[config.mk]
export PLATFORM = sky130hd
export DESIGN_NAME = cw_datapath
export DESIGN_NICKNAME = d
export VERILOG_FILES = /design/src/rtl/cwdp_pkg.sv /design/src/rtl/cwdp_regfile.sv /design/src/rtl/cwdp_arith.sv /design/src/rtl/cwdp_logic.sv /design/src/rtl/cw_datapath.sv
export SDC_FILE = /design/constraint.sdc
export NUM_CORES = 1
export LEC_CHECK = 0
export BUFFER_PORTS_ARGS = -buffer_cell sky130_fd_sc_hd__clkbuf_2
export CAP_MARGIN = 10
export CORE_MARGIN = 2
export CORE_UTILIZATION = 66
export CTS_BUF_LIST = sky130_fd_sc_hd__clkbuf_16
export CTS_CLUSTER_SIZE = 16
export DETAILED_ROUTE_END_ITERATION = 8
export PLACE_DENSITY = 0.87
export SYNTH_ARGS = -nofsm -noshare
export SYNTH_HDL_FRONTEND = slang
export SYNTH_SLANG_ARGS = --single-unit
[constraint.sdc]
create_clock -name clk -period 10.2 [get_ports clk]
set_clock_uncertainty 0.05 [all_clocks]
set_input_delay 0.51 -clock clk [delete_from_list [all_inputs] [get_ports clk]]
set_output_delay 0.51 -clock clk [all_outputs]
set_load 0.01 [all_outputs]
[src/rtl/cwdp_pkg.sv]
package cwdp_pkg;
  localparam int REG_AW = 3;
  localparam int FS_W   = 4;
  localparam int CW_W   = 3 * REG_AW + FS_W + 3;

  typedef enum logic [FS_W-1:0] {
    FS_PASS_A  = 4'h0, FS_INC    = 4'h1, FS_ADD    = 4'h2, FS_ADD_C  = 4'h3,
    FS_ADD_NB  = 4'h4, FS_SUB    = 4'h5, FS_DEC    = 4'h6, FS_PASS_AC = 4'h7,
    FS_AND     = 4'h8, FS_OR     = 4'h9, FS_XOR    = 4'hA, FS_NOT    = 4'hB,
    FS_PASS_B  = 4'hC, FS_SHR    = 4'hD, FS_SHL    = 4'hE, FS_PASS_B2 = 4'hF
  } fsel_e;

  typedef struct packed {
    logic [REG_AW-1:0] dst;
    logic [REG_AW-1:0] srca;
    logic [REG_AW-1:0] srcb;
    logic              const_sel;
    fsel_e             fsel;
    logic              din_sel;
    logic              wr_en;
  } ctrl_t;
endpackage

[src/rtl/cwdp_regfile.sv]
module cwdp_regfile #(
  parameter int WIDTH = 16,
  parameter int DEPTH = 8,
  localparam int AW = $clog2(DEPTH)
) (
  input  logic             clk,
  input  logic             rst,
  input  logic             we,
  input  logic [AW-1:0]    wa,
  input  logic [WIDTH-1:0] wd,
  input  logic [AW-1:0]    ra_a,
  input  logic [AW-1:0]    ra_b,
  output logic [WIDTH-1:0] rd_a,
  output logic [WIDTH-1:0] rd_b
);
  logic [WIDTH-1:0] regs [DEPTH];

  for (genvar gi = 0; gi < DEPTH; gi++) begin : g_reg
    always_ff @(posedge clk) begin
      if (rst)
        regs[gi] <= '0;
      else if (we && (wa == AW'(gi)))
        regs[gi] <= wd;
    end
  end

  assign rd_a = regs[ra_a];
  assign rd_b = regs[ra_b];

  // Read port A reads zero in the first cycle after reset.
  assert_rst_clear_R6: assert property (@(posedge clk) disable iff (rst)
    $past(rst) |-> rd_a == '0);

  // A written value is visible on the next cycle.
  assert_write_lands_R5: assert property (@(posedge clk) disable iff (rst)
    (!$past(rst) && $past(we) && ra_a == $past(wa)) |-> rd_a == $past(wd));

  // A register keeps its value when no write happens.
  assert_hold_no_write_R5: assert property (@(posedge clk) disable iff (rst)
    (!$past(rst) && !$past(we) && ra_a == $past(ra_a)) |-> rd_a == $past(rd_a));
endmodule

[src/rtl/cwdp_arith.sv]
module cwdp_arith #(
  parameter int WIDTH = 16
) (
  input  logic [WIDTH-1:0] a,
  input  logic [WIDTH-1:0] b,
  input  logic [1:0]       ysel,
  input  logic             cin,
  output logic [WIDTH-1:0] f,
  output logic             c,
  output logic             v
);
  logic [WIDTH-1:0] y;
  logic [WIDTH:0]   sum;

  always_comb begin
    unique case (ysel)
      2'b00:   y = '0;
      2'b01:   y = b;
      2'b10:   y = ~b;
      default: y = '1;
    endcase
  end

  assign sum = {1'b0, a} + {1'b0, y} + {{WIDTH{1'b0}}, cin};
  assign f   = sum[WIDTH-1:0];
  assign c   = sum[WIDTH];
  assign v   = (a[WIDTH-1] == y[WIDTH-1]) && (f[WIDTH-1] != a[WIDTH-1]);

  // Incrementing all ones wraps to zero with a carry.
  always_comb begin
    if (ysel == 2'b00 && cin && a == '1)
      assert_inc_wrap_R8: assert (c && f == '0);
  end
endmodule

[src/rtl/cwdp_logic.sv]
module cwdp_logic #(
  parameter int WIDTH = 16
) (
  input  logic [WIDTH-1:0] a,
  input  logic [WIDTH-1:0] b,
  input  logic             shift_grp,
  input  logic [1:0]       op,
  output logic [WIDTH-1:0] f
);
  logic [WIDTH-1:0] lg, sh;

  always_comb begin
    unique case (op)
      2'b00:   lg = a & b;
      2'b01:   lg = a | b;
      2'b10:   lg = a ^ b;
      default: lg = ~a;
    endcase
  end

  always_comb begin
    unique case (op)
      2'b01:   sh = {1'b0, b[WIDTH-1:1]};
      2'b10:   sh = {b[WIDTH-2:0], 1'b0};
      default: sh = b;
    endcase
  end

  assign f = shift_grp ? sh : lg;
endmodule

[src/rtl/cw_datapath.sv]
module cw_datapath
  import cwdp_pkg::*;
#(
  parameter int WIDTH = 16,
  parameter int NREGS = 8
) (
  input  logic             clk,
  input  logic             rst,
  input  logic [CW_W-1:0]  ctrl_word,
  input  logic [WIDTH-1:0] const_in,
  input  logic [WIDTH-1:0] data_in,
  output logic [WIDTH-1:0] addr_out,
  output logic [WIDTH-1:0] data_out,
  output logic             flag_v,
  output logic             flag_c,
  output logic             flag_n,
  output logic             flag_z
);
  ctrl_t            cw;
  logic [WIDTH-1:0] bus_a, rd_b, bus_b, bus_d;
  logic [WIDTH-1:0] ar_f, lg_f, fu_f;
  logic             ar_c, ar_v;

  assign cw = ctrl_t'(ctrl_word);

  cwdp_regfile #(.WIDTH(WIDTH), .DEPTH(NREGS)) u_rf (
    .clk(clk), .rst(rst), .we(cw.wr_en), .wa(cw.dst), .wd(bus_d),
    .ra_a(cw.srca), .ra_b(cw.srcb), .rd_a(bus_a), .rd_b(rd_b)
  );

  assign bus_b = cw.const_sel ? const_in : rd_b;

  cwdp_arith #(.WIDTH(WIDTH)) u_arith (
    .a(bus_a), .b(bus_b), .ysel(cw.fsel[2:1]), .cin(cw.fsel[0]),
    .f(ar_f), .c(ar_c), .v(ar_v)
  );

  cwdp_logic #(.WIDTH(WIDTH)) u_logic (
    .a(bus_a), .b(bus_b), .shift_grp(cw.fsel[2]), .op(cw.fsel[1:0]), .f(lg_f)
  );

  assign fu_f  = cw.fsel[3] ? lg_f : ar_f;
  assign bus_d = cw.din_sel ? data_in : fu_f;

  assign addr_out = bus_a;
  assign data_out = bus_b;
  assign flag_v   = !cw.fsel[3] && ar_v;
  assign flag_c   = !cw.fsel[3] && ar_c;
  assign flag_n   = fu_f[WIDTH-1];
  assign flag_z   = (fu_f == '0);

  // External data written back appears on Bus A next cycle.
  assert_din_writeback_R4: assert property (@(posedge clk) disable iff (rst)
    (!$past(rst) && $past(cw.wr_en) && $past(cw.din_sel) && cw.srca == $past(cw.dst))
      |-> addr_out == $past(data_in));

  // Negative and zero never hold together.
  assert_nz_exclusive_R11: assert property (@(posedge clk) disable iff (rst)
    flag_n |-> !flag_z);
endmodule

==> results of run 1 <==
worst max path at each step:
stage	from	endpoint	slack (ps)	cells after the start
CTS	ctrl_word[7]	flag_z	4060	16
global route	ctrl_word[7]	flag_z	3530	16
finish	ctrl_word[7]	flag_z	3900	16
global placement	ctrl_word[7]	flag_z	4270	16
detailed placement	ctrl_word[7]	flag_z	4080	16
floorplan	ctrl_word[10]	flag_z	4930	14
cells in the final DEF (no fill, tap or decap), drive strengths merged, types with 8 or more instances in the layout:
| cell | synthesis | layout |
|---|---|---|
| nor2 | 154 | 154 |
| edfxtp | 128 | 128 |
| clkbuf | 32 | 102 |
| nand2 | 67 | 67 |
| mux4 | 56 | 56 |
| ha | 51 | 51 |
| inv | 48 | 49 |
| o21ai | 43 | 43 |
| mux2i | 35 | 35 |
| a21oi | 24 | 24 |
| a22oi | 15 | 15 |
| nor3 | 14 | 14 |
| a221oi | 12 | 12 |
| a21o | 11 | 11 |
| nand3 | 11 | 11 |
| o211ai | 11 | 11 |
| nand2b | 10 | 10 |
| a211oi | 10 | 10 |
| o22ai | 9 | 9 |
| clkinv | 0 | 9 |
| mux2 | 8 | 8 |
| o221ai | 8 | 8 |
cells by family (layout without fill, tap and decap cells):
kind of cell / after synthesis / after routing / synth area share [%]
XOR/XNOR: 10 / 10 / 0.953
AO/OA/AOI/OAI: 183 / 183 / 13.8
flip-flops: 128 / 128 / 41.8
multiplexers: 99 / 99 / 18.5
buffers and inverters: 97 / 168 / 4.27
AND/OR/NAND/NOR: 285 / 285 / 13.2
adder cells (fa/ha/maj): 53 / 53 / 7.38
cell usage after synthesis (5+ instances only):
| cell type | n | area share [%] |
|---|---|---|
| nor2_1 | 154 | 6.3 |
| edfxtp_1 | 128 | 42 |
| nand2_1 | 67 | 2.7 |
| mux4_2 | 56 | 14 |
| ha_1 | 51 | 6.9 |
| inv_1 | 43 | 1.8 |
| o21ai_0 | 41 | 2.2 |
| mux2i_1 | 35 | 3.8 |
| clkbuf_1 | 32 | 1.3 |
| a21oi_1 | 24 | 1.3 |
| a22oi_1 | 15 | 1.2 |
| nor3_1 | 13 | 0.71 |
| a221oi_1 | 12 | 1.1 |
| a21o_1 | 11 | 0.90 |
| nand3_1 | 11 | 0.60 |
| o211ai_1 | 11 | 0.90 |
| a211oi_1 | 10 | 0.82 |
| nand2b_1 | 10 | 0.68 |
| o22ai_1 | 9 | 0.61 |
| buf_2 | 8 | 0.44 |
| mux2_2 | 8 | 0.98 |
| nor2b_1 | 7 | 0.48 |
| o221ai_1 | 7 | 0.67 |
| or3_1 | 7 | 0.48 |
| xor2_1 | 7 | 0.67 |
| a31o_2 | 5 | 0.48 |
| buf_1 | 5 | 0.20 |
| inv_2 | 5 | 0.20 |
| o21a_1 | 5 | 0.41 |
layer usage:
| metal | global-route usage (%) | wire length [um] | up-vias |
|---|---|---|---|
| li1 | - | - | 3365 |
| met1 | 51.4 | 10100 | 3829 |
| met2 | 62.7 | 13600 | 811 |
| met3 | 6.74 | 3790 | 162 |
| met4 | 23.2 | 1640 | 0 |
| met5 | 0 | 0 | - |
worst max-delay path, stage by stage:
cell,delay [ps]
clkbuf_2,550
inv_2,330
a21oi_1,210
a21oi_1,60
o31ai_1,820
o21ai_0,180
ha_1,450
nand2_1,90
nor4_1,470
nor2_1,120
o311ai_0,550
nor4b_1,120
a211oi_1,380
or4bb_1,540
nor3_2,190
clkbuf_2,160
power groups by stage:
stage | combinational, mW | sequential (mW) | clock (mW)
after CTS | 0.417 | 0.621 | 0.497
after detailed placement | 0.411 | 0.630 | 0
after global routing | 0.460 | 0.624 | 0.518
after floorplan | 0.291 | 0.624 | 0
after global placement | 0.404 | 0.628 | 0
final | 0.432 | 0.623 | 0.504
per-stage QoR:
stage	power (mW)	setup slack (ps)	area (sq um)	hold slack, ps	utilization (%)
floorplan	0.915	4930	9190	782	-
global placement	1.03	4270	9670	941	70.5
detailed placement	1.04	4080	9670	935	70.5
CTS	1.54	4060	10200	527	74.0
global route	1.60	3530	10200	600	74.0
finish	1.56	3900	10200	545	74.0
area by class of cell:
cell class	count	area share, %
Timing Repair Buffer	91	4.63
Tap cell	180	2.22
Inverter	48	1.77
Sequential cell	128	37.8
Clock buffer	17	4.19
Clock inverter	12	0.554
Multi-Input combinational cell	630	48.8
==> impl_metrics.env, run 1 <==
export IMPL_status="finished clean"
export IMPL_ys_warn_count=0
export IMPL_r2r_slack_ps=5140
export IMPL_post_cts_buffers=0
export IMPL_ir_drop_v=0.000143
export IMPL_switchingPower_uw=497
export IMPL_clk_latency_ps=420
export IMPL_ys_ff_latch=128
export IMPL_ant_nets=0
export IMPL_netlist_instances=855
export IMPL_grt_overflow_total=0
export IMPL_fin_crit_sh_pct=61.8
export IMPL_power_frac_comb_pct=27.7
export IMPL_relSlewSlack_pct=32.7
export IMPL_io_buffers=85
export IMPL_postCtsHoldBufs=0
export IMPL_via_per_inst=7.38
export IMPL_multi_input_area_sq_um=4950
export IMPL_cts_tree="built"
export IMPL_worstHoldEndpoint="u_rf.regs[5][15]"
export IMPL_antenna_found_initial=0
export IMPL_coreArea_sq_um=13700
export IMPL_drcViolationCount=0
export IMPL_root_buffer="clkbuf_16"
export IMPL_synth_cell_type_count=63
export IMPL_min_period_ps=6300
export IMPL_grt_pass1_wl_um=43000
export IMPL_cts_clk_slew_worst_paths_ps=50
export IMPL_gp_congestion=1.00
export IMPL_num_rows=43
export IMPL_r2r_start="u_rf.regs[7][0]"
export IMPL_hold_violations=0
export IMPL_synth_main_ff_cell="edfxtp_1"
export IMPL_synth_area_sq_um=9190
export IMPL_grtUsageTotal_pct=39.5
export IMPL_dp_cells=1077
export IMPL_stdcell_count=1106
export IMPL_dieArea_sq_um=14900
export IMPL_drive_gt1_share_pct=20.7
export IMPL_intPower_mw=1.06
export IMPL_cap_viol_max_count=0
export IMPL_cts_buffers=17
export IMPL_pwr_share_seq_pct=40.0
export IMPL_r2r_end="u_rf.regs[5][8]"
export IMPL_area_growth_pct=10.5
export IMPL_finalSetupViolCount=0
export IMPL_worstMarginPinSlew_ps=1000
export IMPL_setup_tns_ps=0
export IMPL_fp_dieW_um=122
export IMPL_nets=1019
export IMPL_top_regs="u_rf.regs: 128 flops"
export IMPL_drt_initial_drc_count=1505
export IMPL_synth_avg_cell_area_sq_um=10.8
export IMPL_regArea_sq_um=3840
export IMPL_swShare_pct=31.9
export IMPL_drt_first_pass_iters=7
export IMPL_hold_path_class="in -> reg"
export IMPL_n_fill_cell=900
export IMPL_critPathKind="in -> out"
export IMPL_ios=86
export IMPL_post_drt_wl_per_cell_um=26.4
export IMPL_worstHoldStart="data_in[15]"
export IMPL_cts_buffer_depth=2
export IMPL_power_density_nw_per_um2=153
export IMPL_grt_pass1_vias=7763
export IMPL_required_ps=9640
export IMPL_clkSinkCount=128
export IMPL_synth_edf_count=128
export IMPL_whs_path_depth=3
export IMPL_p_leak_nw=4.16
export IMPL_synth_fp_nets=958
export IMPL_largest_register="u_rf.regs"
export IMPL_drv_slew=0
export IMPL_start_util_pct=67.0
export IMPL_grt_max_degree=40
export IMPL_htree_levels=4
export IMPL_wirelength_um=29100
export IMPL_die_h_um=122
export IMPL_startpoint_type="input pin"
export IMPL_antenna_cells=0
export IMPL_async_reset_ff_share_pct=0
export IMPL_path_max_fanout=17
export IMPL_yosysSeqAreaShare_pct=41.8
export IMPL_largest_register_ffs=128
export IMPL_rsz0062_at_grt="false"
export IMPL_vias=8167
export IMPL_ctsResizeCount=0
export IMPL_dp_hpwl_um=19200
export IMPL_worst_r2r_cell_count=13
export IMPL_p_clk_share_pct=32.3
export IMPL_critPathArrivalTime_ps=5740
export IMPL_max_freq_mhz=159
export IMPL_crit_path_end_kind="output port"
Power figures use the tool's default switching activity.
==> run 2, diff against run 1 <==
- CORE_UTILIZATION: 66 -> 55
- PLACE_DENSITY: 0.87 -> 0.78
- clock period: 10.2 -> 5.25 ns (I/O delays scaled with it)
==> impl_metrics.env, run 2 (same netlist as run 1, synthesis figures left out) <==
export IMPL_die_h_um=133
export IMPL_grt_max_degree=20
export IMPL_via_per_inst=6.88
export IMPL_top_layer_used="met4"
export IMPL_drv_slew=0
export IMPL_grtUsageTotal_pct=34.7
export IMPL_dieArea_sq_um=17800
export IMPL_post_cts_buffers=0
export IMPL_clk_latency_ps=420
export IMPL_start_util_pct=55.8
export IMPL_drcViolationCount=0
export IMPL_wirelength_um=30600
export IMPL_path_max_fanout=4
export IMPL_nets=1058
export IMPL_critPathKind="reg -> out"
export IMPL_antenna_found_initial=0
export IMPL_drt_initial_drc_count=1112
export IMPL_dp_hpwl_um=20900
export IMPL_cts_tree="built"
export IMPL_power_density_nw_per_um2=309
export IMPL_root_buffer="clkbuf_16"
export IMPL_worstMarginPinSlew_ps=1020
export IMPL_hold_path_class="in -> reg"
export IMPL_drt_first_pass_iters=5
export IMPL_route_met2_wl_um=14300
export IMPL_area_growth_pct=16.2
export IMPL_finalSetupViolCount=0
export IMPL_status="finished clean"
export IMPL_grt_overflow_total=0
export IMPL_startpoint_type="flip-flop"
export IMPL_final_common_cell="nor2_1"
export IMPL_ir_drop_v=0.000241
export IMPL_ant_nets=0
export IMPL_relSlewSlack_pct=31.8
export IMPL_cts_buffer_depth=2
export IMPL_dpl_cell_area_sq_um=10000
export IMPL_min_period_ps=5040
export IMPL_fp_dieW_um=133
export IMPL_coreArea_sq_um=16500
export IMPL_cts_buffers=17
export IMPL_clkSinkCount=128
export IMPL_antenna_cells=0
export IMPL_fin_area_sq_um=10700
export IMPL_ios=86
export IMPL_post_drt_wl_per_cell_um=25.7
export IMPL_gp_congestion=0.949
export IMPL_hold_violations=0
export IMPL_top_regs="u_rf.regs: 128 flops"
export IMPL_wl_met1_um=11000
export IMPL_fin_crit_sh_pct=96.0
export IMPL_critPathArrivalTime_ps=4730
export IMPL_wl_met3_um=3740
export IMPL_io_buffers=85
export IMPL_cts_clk_slew_worst_paths_ps=60
export IMPL_cap_viol_max_count=0
export IMPL_grt_pass1_vias=8141
export IMPL_n_fill_cell=1254
export IMPL_htree_levels=4
export IMPL_drive_gt1_share_pct=25.4
export IMPL_vias=8174
export IMPL_postCtsHoldBufs=0
export IMPL_required_ps=4940
export IMPL_p_leak_nw=4.41
export IMPL_whs_ps=289
export IMPL_crit_path_end_kind="output port"
export IMPL_largest_register="u_rf.regs"
export IMPL_num_rows=47
export IMPL_final_cell_mix="nor2_1 (154), edfxtp_1 (128), clkbuf_2 (85)"
export IMPL_grt_pass1_wl_um=46000
export IMPL_largest_register_ffs=128
export IMPL_max_freq_mhz=198
==> run 2: final cells by class <==
cell class / count / area (sq um) / share of cell area (%)
multi-input cells: 630 / 5000 / 46.8
flip-flops and latches: 128 / 3840 / 36.0
repair buffers: 130 / 788 / 7.38
clock buffers: 17 / 425 / 3.98
well taps: 220 / 275 / 2.58
inverters: 48 / 180 / 1.69
clock inverters: 15 / 169 / 1.58
==> run 2: per-stage QoR <==
stage          util [%]  setup TNS (ps)  power [mW]  std cells  setup WS, ps
4_1_cts            64.6               0        3.26       1188          81.6
5_1_grt            64.9           -1.78        3.41       1188         -1.78
2_1_floorplan         -               0        1.78        855           478
3_5_place_dp       61.0               0        2.09       1156           173
6_report           64.9               0        3.30       1188           208
3_3_place_gp       61.0               0        2.08       1156           204
==> run 2: power breakdown <==
| group | switching (mW) | internal [mW] |
|---|---|---|
| clock network | 0.444 | 0.742 |
| logic | 0.562 | 0.349 |
| registers | 0.0287 | 1.18 |
==> run 2: per-layer routing <==
layer  GRT usage (%)  up-vias
met2            54.9      688
met4            18.8        0
li1                -     3441
met3            9.09      111
met1            44.0     3934
met5               0        -
==> run 2: worst paths after layout <==
| kind | start | endpoint | slack (ps) | depth (start not counted) |
|---|---|---|---|---|
| worst max register to register | u_rf.regs[6][4] | u_rf.regs[2][9] | 480 | 14 |
| worst min-delay path | data_in[13] | u_rf.regs[5][13] | 290 | 4 |
| worst max-delay path | u_rf.regs[5][1] | flag_z | 210 | 17 |
| worst min register to register | u_rf.regs[5][2] | u_rf.regs[3][2] | 1480 | 6 |
==> run 2: what timing repair did <==
action | 4_1_cts | 5_1_grt
setup endpoints to repair | 1 | 1
gates resized for setup | 2 | 10
pin swaps | 0 | 0
==> run 2: critical path, cell delays in order, from the launching register on <==
cell	delay, ps
edfxtp_1	400
mux4_2	480
o22a_1	260
nand2_1	140
inv_1	110
nand2_1	80
o21ai_0	150
fa_2	430
a211oi_4	280
o21bai_1	150
a2111o_1	430
o211ai_1	120
xor2_1	170
a2111oi_0	120
buf_4	190
or4bb_1	490
nor3_2	150
clkbuf_2	150
